===== src/rtl/mc_core_pkg.sv =====
package mc_core_pkg;

    localparam int unsigned INSN_W   = 32;
    localparam int unsigned PC_W     = 32;
    localparam int unsigned OPC_W    = 6;
    localparam int unsigned RSEL_W   = 5;
    localparam int unsigned TGT_W    = 26;
    localparam int unsigned NUM_REGS = 32;

    localparam logic [OPC_W-1:0] OPC_ADD  = 6'b000001;
    localparam logic [OPC_W-1:0] OPC_JUMP = 6'b000010;

    typedef enum logic [2:0] {
        ST_IADDR  = 3'd0,
        ST_ILATCH = 3'd1,
        ST_DECODE = 3'd2,
        ST_EXEC   = 3'd3,
        ST_WBACK  = 3'd4
    } seq_state_e;

    typedef enum logic [1:0] {
        K_NOP  = 2'd0,
        K_ADD  = 2'd1,
        K_JUMP = 2'd2
    } op_kind_e;

    typedef struct packed {
        op_kind_e           kind;
        logic [RSEL_W-1:0]  rd;
        logic [RSEL_W-1:0]  rs1;
        logic [RSEL_W-1:0]  rs2;
        logic [TGT_W-1:0]   target;
    } dec_t;

endpackage


===== src/rtl/mc_decode.sv =====
module mc_decode
    import mc_core_pkg::*;
(
    input  logic [INSN_W-1:0] insn,
    output dec_t              dec
);

    localparam int unsigned OPC_LSB = INSN_W - OPC_W;
    localparam int unsigned RD_LSB  = OPC_LSB - RSEL_W;
    localparam int unsigned RS1_LSB = RD_LSB - RSEL_W;
    localparam int unsigned RS2_LSB = RS1_LSB - RSEL_W;

    logic [OPC_W-1:0] opc;

    always_comb begin
        opc        = insn[INSN_W-1 -: OPC_W];
        dec.rd     = insn[RD_LSB  +: RSEL_W];
        dec.rs1    = insn[RS1_LSB +: RSEL_W];
        dec.rs2    = insn[RS2_LSB +: RSEL_W];
        dec.target = insn[TGT_W-1:0];
        unique case (opc)
            OPC_ADD:  dec.kind = K_ADD;
            OPC_JUMP: dec.kind = K_JUMP;
            default:  dec.kind = K_NOP;
        endcase
    end

endmodule


===== src/rtl/mc_regfile.sv =====
module mc_regfile #(
    parameter int unsigned XLEN   = 32,
    parameter int unsigned REGS   = 32,
    parameter int unsigned NRD    = 3,
    parameter int unsigned SEL_W  = $clog2(REGS)
) (
    input  logic                           clk,
    input  logic                           rst,
    input  logic [NRD-1:0][SEL_W-1:0]      rsel,
    output logic [NRD-1:0][XLEN-1:0]       rdata,
    input  logic                           we,
    input  logic [SEL_W-1:0]               wsel,
    input  logic [XLEN-1:0]                wdata
);

    localparam logic [SEL_W-1:0] ZERO_SEL = '0;

    logic [XLEN-1:0] regs_q [REGS];
    logic [XLEN-1:0] regs_d [REGS];

    always_comb begin
        regs_d = regs_q;
        if (we && (wsel != ZERO_SEL)) begin
            regs_d[wsel] = wdata;
        end
    end

    always_ff @(posedge clk) begin
        if (rst) begin
            for (int i = 0; i < REGS; i++) begin
                regs_q[i] <= '0;
            end
        end else begin
            regs_q <= regs_d;
        end
    end

    for (genvar p = 0; p < NRD; p++) begin : g_rd
        assign rdata[p] = (rsel[p] == ZERO_SEL) ? '0 : regs_q[rsel[p]];
    end

endmodule


===== src/rtl/mc_next_pc.sv =====
module mc_next_pc
    import mc_core_pkg::*;
(
    input  logic [PC_W-1:0]  pc_cur,
    input  logic             take_jump,
    input  logic [TGT_W-1:0] jump_field,
    output logic [PC_W-1:0]  pc_next
);

    localparam int unsigned KEEP_W = PC_W - TGT_W - 2;

    logic [PC_W-1:0] seq_addr;
    logic [PC_W-1:0] jmp_addr;

    always_comb begin
        seq_addr = pc_cur + PC_W'(4);
        jmp_addr = {pc_cur[PC_W-1 -: KEEP_W], jump_field, 2'b00};
        pc_next  = take_jump ? jmp_addr : seq_addr;
    end

endmodule


===== src/rtl/mc_add_core.sv =====
module mc_add_core
    import mc_core_pkg::*;
#(
    parameter int unsigned XLEN = 32
) (
    input  logic             clk,
    input  logic             rst,
    output logic [31:0]      imem_addr,
    input  logic [31:0]      imem_rdata,
    input  logic [4:0]       dbg_sel,
    output logic [XLEN-1:0]  dbg_data,
    input  logic             dbg_we,
    input  logic [XLEN-1:0]  dbg_wdata
);

    localparam int unsigned NRD   = 3;
    localparam int unsigned P_RS1 = 0;
    localparam int unsigned P_RS2 = 1;
    localparam int unsigned P_DBG = 2;

    typedef struct packed {
        seq_state_e        st;
        logic [PC_W-1:0]   pc;
        logic [INSN_W-1:0] ir;
        logic [XLEN-1:0]   opa;
        logic [XLEN-1:0]   opb;
        logic [XLEN-1:0]   sum;
    } core_t;

    core_t cur_q, cur_d;
    dec_t  dec;

    logic [PC_W-1:0]                pc_next;
    logic [NRD-1:0][RSEL_W-1:0]     rf_rsel;
    logic [NRD-1:0][XLEN-1:0]       rf_rdata;
    logic                           core_we;
    logic                           rf_we;
    logic [RSEL_W-1:0]              rf_wsel;
    logic [XLEN-1:0]                rf_wdata;
    seq_state_e                     state_now;

    mc_decode u_dec (
        .insn (cur_q.ir),
        .dec  (dec)
    );

    mc_next_pc u_npc (
        .pc_cur     (cur_q.pc),
        .take_jump  (dec.kind == K_JUMP),
        .jump_field (dec.target),
        .pc_next    (pc_next)
    );

    always_comb begin
        rf_rsel        = '0;
        rf_rsel[P_RS1] = dec.rs1;
        rf_rsel[P_RS2] = dec.rs2;
        rf_rsel[P_DBG] = dbg_sel;
        core_we  = (cur_q.st == ST_WBACK) && (dec.kind == K_ADD);
        rf_we    = core_we || dbg_we;
        rf_wsel  = core_we ? dec.rd : dbg_sel;
        rf_wdata = core_we ? cur_q.sum : dbg_wdata;
    end

    mc_regfile #(
        .XLEN  (XLEN),
        .REGS  (NUM_REGS),
        .NRD   (NRD),
        .SEL_W (RSEL_W)
    ) u_rf (
        .clk   (clk),
        .rst   (rst),
        .rsel  (rf_rsel),
        .rdata (rf_rdata),
        .we    (rf_we),
        .wsel  (rf_wsel),
        .wdata (rf_wdata)
    );

    always_comb begin
        cur_d = cur_q;
        unique case (cur_q.st)
            ST_IADDR: begin
                cur_d.st = ST_ILATCH;
            end
            ST_ILATCH: begin
                cur_d.ir = imem_rdata;
                cur_d.st = ST_DECODE;
            end
            ST_DECODE: begin
                cur_d.opa = rf_rdata[P_RS1];
                cur_d.opb = rf_rdata[P_RS2];
                cur_d.st  = ST_EXEC;
            end
            ST_EXEC: begin
                cur_d.sum = cur_q.opa + cur_q.opb;
                cur_d.st  = ST_WBACK;
            end
            ST_WBACK: begin
                cur_d.pc = pc_next;
                cur_d.st = ST_IADDR;
            end
            default: begin
                cur_d.st = ST_IADDR;
            end
        endcase
    end

    always_ff @(posedge clk) begin
        if (rst) begin
            cur_q.st  <= ST_IADDR;
            cur_q.pc  <= '0;
            cur_q.ir  <= '0;
            cur_q.opa <= '0;
            cur_q.opb <= '0;
            cur_q.sum <= '0;
        end else begin
            cur_q <= cur_d;
        end
    end

    assign imem_addr = cur_q.pc;
    assign dbg_data  = rf_rdata[P_DBG];
    assign state_now = cur_q.st;

endmodule


===== config.mk =====
export PLATFORM = sky130hd
export DESIGN_NAME = mc_add_core
export DESIGN_NICKNAME = d
export VERILOG_FILES = /design/src/rtl/mc_core_pkg.sv /design/src/rtl/mc_decode.sv /design/src/rtl/mc_regfile.sv /design/src/rtl/mc_next_pc.sv /design/src/rtl/mc_add_core.sv
export SDC_FILE = /design/constraint.sdc
export NUM_CORES = 2
export LEC_CHECK = 0
export BUFFER_PORTS_ARGS = -buffer_cell sky130_fd_sc_hd__clkbuf_2
export CAP_MARGIN = 5
export CORE_AREA = 4 4 397 497
export DETAILED_ROUTE_END_ITERATION = 12
export DIE_AREA = 0 0 401 501
export SYNTH_ARGS = -nofsm -noshare
export SYNTH_HDL_FRONTEND = slang
export SYNTH_SLANG_ARGS = --single-unit

===== constraint.sdc =====
create_clock -name clk -period 4.7 [get_ports clk]
set_input_delay 0.94 -clock clk [delete_from_list [all_inputs] [get_ports clk]]
set_output_delay 0.94 -clock clk [all_outputs]
set_load 0.03 [all_outputs]

# Yosys cells after proc, flatten, opt, wreduce, memory -nomap -nowiden
# Cells that the tools add are included.
totals:
  reg_bits: 1187
  out_inout_bits: 64
  input_bits: 72
  elab_cells: 89
op_classes:
  addsub: 2
  order_cmp: 5
  eq_ne: 8
  bitwise_logic: 5
  muxes: 20
  reduce_logical: 10
ops:
  columns: ["operator", "count"]
  rows:
  - ["bitwise mux 1024 bit", 1]
  - ["binary-select mux 32 bit (select 5 bit)", 3]
  - ["two-way mux 32 bit", 11]
  - ["demux 32 bit (select 5 bit)", 1]
  - ["adder 32 x 3 -> 32 bit (second input constant)", 1]
  - ["adder 32 bit", 1]
  - ["two-way mux 28 bit", 1]
  - ["greater-or-equal comparator 6 bit (second input constant)", 4]
  - ["NOT 5 -> 6 bit", 4]
  - ["logical NOT 5 bit", 3]
  - ["case mux 3 bit (4 select lines)", 1]
  - ["equality test 3 x 2 -> 1 bit (second input constant)", 2]
  - ["equality test 6 x 1 -> 1 bit (second input constant)", 1]
  - ["equality test 6 x 2 -> 1 bit (second input constant)", 1]
  - ["< comparator 6 x 1 -> 1 bit (second input constant)", 1]
  - ["two-way mux 5 bit", 1]
  - ["nonzero test 5 bit", 1]
  - ["case mux 2 bit (2 select lines)", 1]
  - ["equality test 3 x 1 -> 1 bit (second input constant)", 1]
  - ["equality test 3 bit (second input constant)", 1]
  - ["logical AND 1 bit", 3]
  - ["logical NOT 3 bit", 1]
  - ["equality test 2 x 1 -> 1 bit (second input constant)", 1]
  - ["equality test 2 bit (second input constant)", 1]
  - ["other kinds (3)", 3]

# Longest topological paths before layout
depth:
  depth_word: 11
  mapped_depth: 11
  ltp_nobuf: 9

# By module
# From an unflattened synthesis, not the netlist that was laid out.
hier_totals:
  cells_unflattened: 7841
  hier_area_um2: 69377.8
modules_own_cells:
  columns: ["module", "cells_each", "instances", "seq_area_each_um2", "area_each_um2"]
  rows:
  - ["mc_regfile", 6576, 1, 20499.7, 59789.8]
  - ["mc_add_core", 1068, 1, 3263.1, 8370.5]
  - ["mc_next_pc", 153, 1, 0.0, 873.3]
  - ["mc_decode", 44, 1, 0.0, 344.1]

# Least setup slack after synthesis
# OpenSTA, ideal clock, no wires.
synth_timing:
  kind: "in2out"
  start: "input dbg_sel[0]"
  end: "output dbg_data[31]"
  required_time_ns: 3.760
  cell_stages: 8
  arrival_time_ns: 3.334
  slack_ns: 0.426
  path_buffers: 4
  path_cell_list: "clkbuf_1 > clkbuf_1 > buf_1 > mux4_2 > mux4_2 > mux2i_1 > nor2_1 > buf_4"
synth_rtl:
  columns: ["item", "line", "rtl"]
  rows:
  - ["start: declaration", "mc_add_core.sv:10", "input logic [4:0] dbg_sel,"]
  - ["end: declaration", "mc_add_core.sv:11", "output logic [XLEN-1:0] dbg_data,"]

# Final worst setup path
layout_timing:
  start: "input dbg_sel[0]"
  end: "output dbg_data[12]"
layout_via:
  elab_chain_cells: 5
  elab_cells_between_ends: 6
  cone_classes: "4 x mux; 1 x bitwise; 1 x reduce/logical"
layout_lines:
  columns: ["item", "line", "rtl"]
  rows:
  - ["NOT 5 -> 6 bit (not written as such)", "mc_regfile.sv:39", "assign rdata[p] = (rsel[p] == ZERO_SEL) ? '0 : regs_q[rsel[p]];"]
  - ["binary-select mux 32 bit (select 5 bit)", "mc_regfile.sv:39", null]
  - ["two-way mux 32 bit (not written as such) (2 in series)", "mc_regfile.sv:39", null]
  - ["two-way mux 32 bit (*)", "mc_regfile.sv:39", null]
# Every way passes the cells marked *; elsewhere a longest branch is shown, timed or not. The select of a mux whose other input is x is not followed.

==> results.py <==
metrics = {
    "clock_network": {
        "cts_buffer_depth": 3,
        "cts-resized-gates": 0,
        "clock_sinks": 1185,
        "cts_setup_buffers": 0,
        "numCtsBuffers": 121,
        "root_buffer": "clkbuf_16",
        "tritoncts": "built",
        "path_clk_slew_ns": 0.06,
        "postCtsHoldBufs": 0,
        "clkLatencyLatePin_ns": 0.78,
        "htreeDepth": 3,
    },
    "logic_synthesis": {
        "ys_ff_latch": 1185,
        "synth_top_family_by_area": "multiplexers",
        "avgSynthCellArea_sq_um": 10.4,
        "synthMuxAreaShare_pct": 31.2,
        "netlist_area_sq_um": 67100,
        "synthFlopType": "dfxtp_1",
        "synth-xor-area-share_pct": 0.352,
        "synth_compound_area_share_pct": 17.4,
        "syn_inst": 6447,
        "synth_fa_ha_area_share_pct": 0.627,
        "ys_seq_area_share_pct": 35.4,
        "synth-edff-count": 0,
        "synthDistinctLibCells": 70,
        "async_flop_share_pct": 0,
        "yosysWarnings": 0,
        "synth-simple-area-share_pct": 9.75,
    },
    "detailed_routing": {
        "wl_per_cell_microns": 28.7,
        "drt-pass1-iter-count": 6,
        "wl_met2_mm": 119,
        "drt_wl_total_mm": 251,
        "remaining_drc_errors": 0,
        "met3WireLength_mm": 21.4,
        "top_layer": "met5",
        "drt-met1-wl_mm": 94.0,
        "vias": 55500,
        "viasPerCell": 6.34,
        "ant_nets": 0,
        "drtIter0Drc": 6639,
    },
    "critical_path": {
        "cp_slowest_cell": "mux4_2",
        "critPathKind": "in -> out",
        "worstPathRequired_ns": 3.76,
        "r2r_slack_ns": 0.95,
        "r2r_end": "u_rf.regs_q[805]",
        "critPathLaunchType": "input pin",
        "cp_cell_sequence": "buf_8, buf_12, mux4_2, mux4_2, mux2i_1, nor2_1, clkbuf_2",
        "r2r_cells": 9,
        "crit_path_max_fanout": 28,
        "arrival_ns": 3.43,
        "end_kind": "primary output",
        "slowest_delay_ns": 0.54,
        "cp_common_cell": "mux4_2",
        "reg2reg_from": "state_now[1]",
    },
    "placed_design": {
        "place_hpwl_mm": 150,
        "gp_congestion": 0.874,
        "numPortBuffers": 133,
        "place_ws_ns": 0.295,
    },
    "final_layout": {
        "multi_input_area_sq_um": 40300,
        "nNetsFinal": 6213,
        "layout_common_cells": "dfxtp_1, nor2_1, a211oi_1",
        "syn_to_final_growth_pct": 12.0,
        "fillCellCount": 18400,
        "seqCellArea_sq_um": 23800,
        "layout.cells.most_common": "dfxtp_1",
        "drive_gt1_share_pct": 24.5,
    },
    "pwr": {
        "p_sw_mw": 6.44,
        "combPwrFrac_pct": 11.1,
        "peakVddDrop_uv": 309,
        "leakagePower_nw": 22.6,
        "intPower_mw": 17.8,
        "swShare_pct": 26.6,
        "power_frac_clock_pct": 45.9,
        "power.density_nw_per_um2": 322,
        "power_frac_seq_pct": 42.9,
    },
    "timing": {
        "tightest_slew_ns": 1.23,
        "hold_slack_ns": 0.401,
        "finalSetupTns_ns": 0,
        "maxSlewViolCount": 0,
        "clock.fmax_mhz": 229,
        "period_needed_ns": 4.37,
        "setup_viol": 0,
        "grt_setup_unrepaired": "no",
        "skew_ns": 0.0359,
        "finalHoldViolations": 0,
        "post-route-period-util_pct": 93.0,
        "slew_headroom_pct": 17.8,
        "fin_ws_ns": 0.329,
    },
    "die": {
        "row_count": 180,
        "initial_core_util_pct": 34.9,
        "core-area_sq_um": 192000,
        "die_w_microns": 401,
        "dieArea_sq_um": 201000,
        "die_h_microns": 501,
        "io_pins": 136,
    },
    "global_route": {
        "gr-total-overflow": 0,
        "grt_max_degree": 198,
        "antenna_found_initial": 2,
        "grt_pass1_vias": 54100,
        "grt_use_total_pct": 24.1,
        "grt_pass1_wl_mm": 369,
    },
    "worst_hold_path": {
        "hp-start": "imem_rdata[4]",
        "worstHoldPathType": "in -> reg",
        "min_path_cells": 3,
        "worstHoldEndpoint": "cur_q[100]",
    },
    "job": {
        "cap_violations": 0,
    },
    "outcome": {
        "status": "finished, final reports clean",
    },
}
-- worst max-delay path by stage --
stage               start      endpoint  slack, ns  cells after the start
3_5_place_dp   dbg_sel[0]   dbg_data[9]       0.30                      8
4_1_cts        dbg_sel[0]   dbg_data[9]       0.29                      8
5_1_grt        dbg_sel[0]  dbg_data[12]       0.21                      7
2_1_floorplan  dbg_sel[0]  dbg_data[31]       0.43                      8
3_3_place_gp   dbg_sel[0]  dbg_data[26]       0.33                      8
6_report       dbg_sel[0]  dbg_data[12]       0.33                      7
-- registers in the layout, summed over array words and instances (netlist names) --
name         count
cur_q          128
state_now        3
imem_addr       30
u_rf.regs_q   1024
-- critical path, delay by kind of cell --
family | cells | cell delay, ns
muxes | 3 | 1.49
and+or+nand+nor | 1 | 0.07
buffers and inverters | 3 | 0.87
-- power by group through the flow --
stage	sequential (mW)	combinational, mW	clock (mW)
final	10.4	2.70	11.1
after global routing	10.4	2.80	11.6
after CTS	10.4	2.65	11.2
after detailed placement	10.6	2.65	0
after global placement	10.6	2.62	0
after floorplan	10.5	1.77	0
-- logic make-up (layout without fill, tap and decap cells) --
| family | Yosys count | count (layout) |
|---|---|---|
| adders and majority gates | 33 | 33 |
| muxes | 1142 | 1142 |
| xor gates and xnor gates | 27 | 27 |
| DFF | 1185 | 1185 |
| and+or+nand+nor | 1588 | 1588 |
| AOI/OAI and AO/OA | 1630 | 1630 |
| buffers and inverters | 841 | 608 |
| other | 1 | 3 |
-- routing by layer --
metal,vias to the layer above,track usage (%)
li1,24100,-
met1,27800,29.8
met2,2899,39.7
met3,776,3.99
met4,2,14.6
met5,-,0
-- cell usage after synthesis (5+ instances only) --
cell / instances / area (sq um)
mux2_2: 107 / 1200
xor2_1: 13 / 114
dfxtp_1: 1185 / 23700
o31ai_1: 8 / 60.1
nor2_1: 1165 / 4370
nand2b_1: 5 / 31.3
o221ai_1: 73 / 639
nor2_2: 31 / 194
or3_1: 16 / 100
o22ai_1: 39 / 244
nor4_1: 7 / 43.8
o21ai_0: 114 / 571
a221oi_1: 44 / 385
clkbuf_1: 538 / 2020
and3_1: 8 / 50.1
a31oi_1: 14 / 87.6
a21oi_1: 195 / 976
mux2i_1: 287 / 2870
o21bai_1: 33 / 248
nor3_1: 49 / 245
buf_4: 65 / 488
nor3b_1: 8 / 60.1
nand2_1: 193 / 724
nor2b_1: 39 / 244
buf_1: 66 / 248
o211ai_1: 6 / 45.0
inv_1: 27 / 101
a21o_1: 10 / 75.1
ha_1: 32 / 400
a22oi_1: 9 / 67.6
a32o_1: 10 / 100
nand4_1: 18 / 113
a211oi_1: 1038 / 7790
a2111oi_0: 10 / 87.6
buf_2: 144 / 721
mux4_2: 748 / 16800
xnor2_1: 14 / 123
nand3_1: 19 / 95.1
-- stage by stage --
stage                     power (mW)  instance area (sq um)  cells  utilization (%)
final                           24.2                  75200   8764             39.1
after global routing            24.8                  75200   8764             39.1
after CTS                       24.3                  75200   8763             39.1
after detailed placement        13.3                  70600   8533             36.7
after global placement          13.2                  70600   8533             36.7
after floorplan                 12.3                  67100   6448                -
-- final cells by class --
type,count,share of cell area [%]
Multi-Input combinational cell,4422,53.6
Sequential cell,1185,31.6
Clock buffer,169,4.74
Timing Repair Buffer,351,4.28
Tap cell,2548,4.24
Clock inverter,61,1.35
Inverter,27,0.135
Antenna cell,1,0.00333
Note: power is estimated with default switching activity, not from simulation.
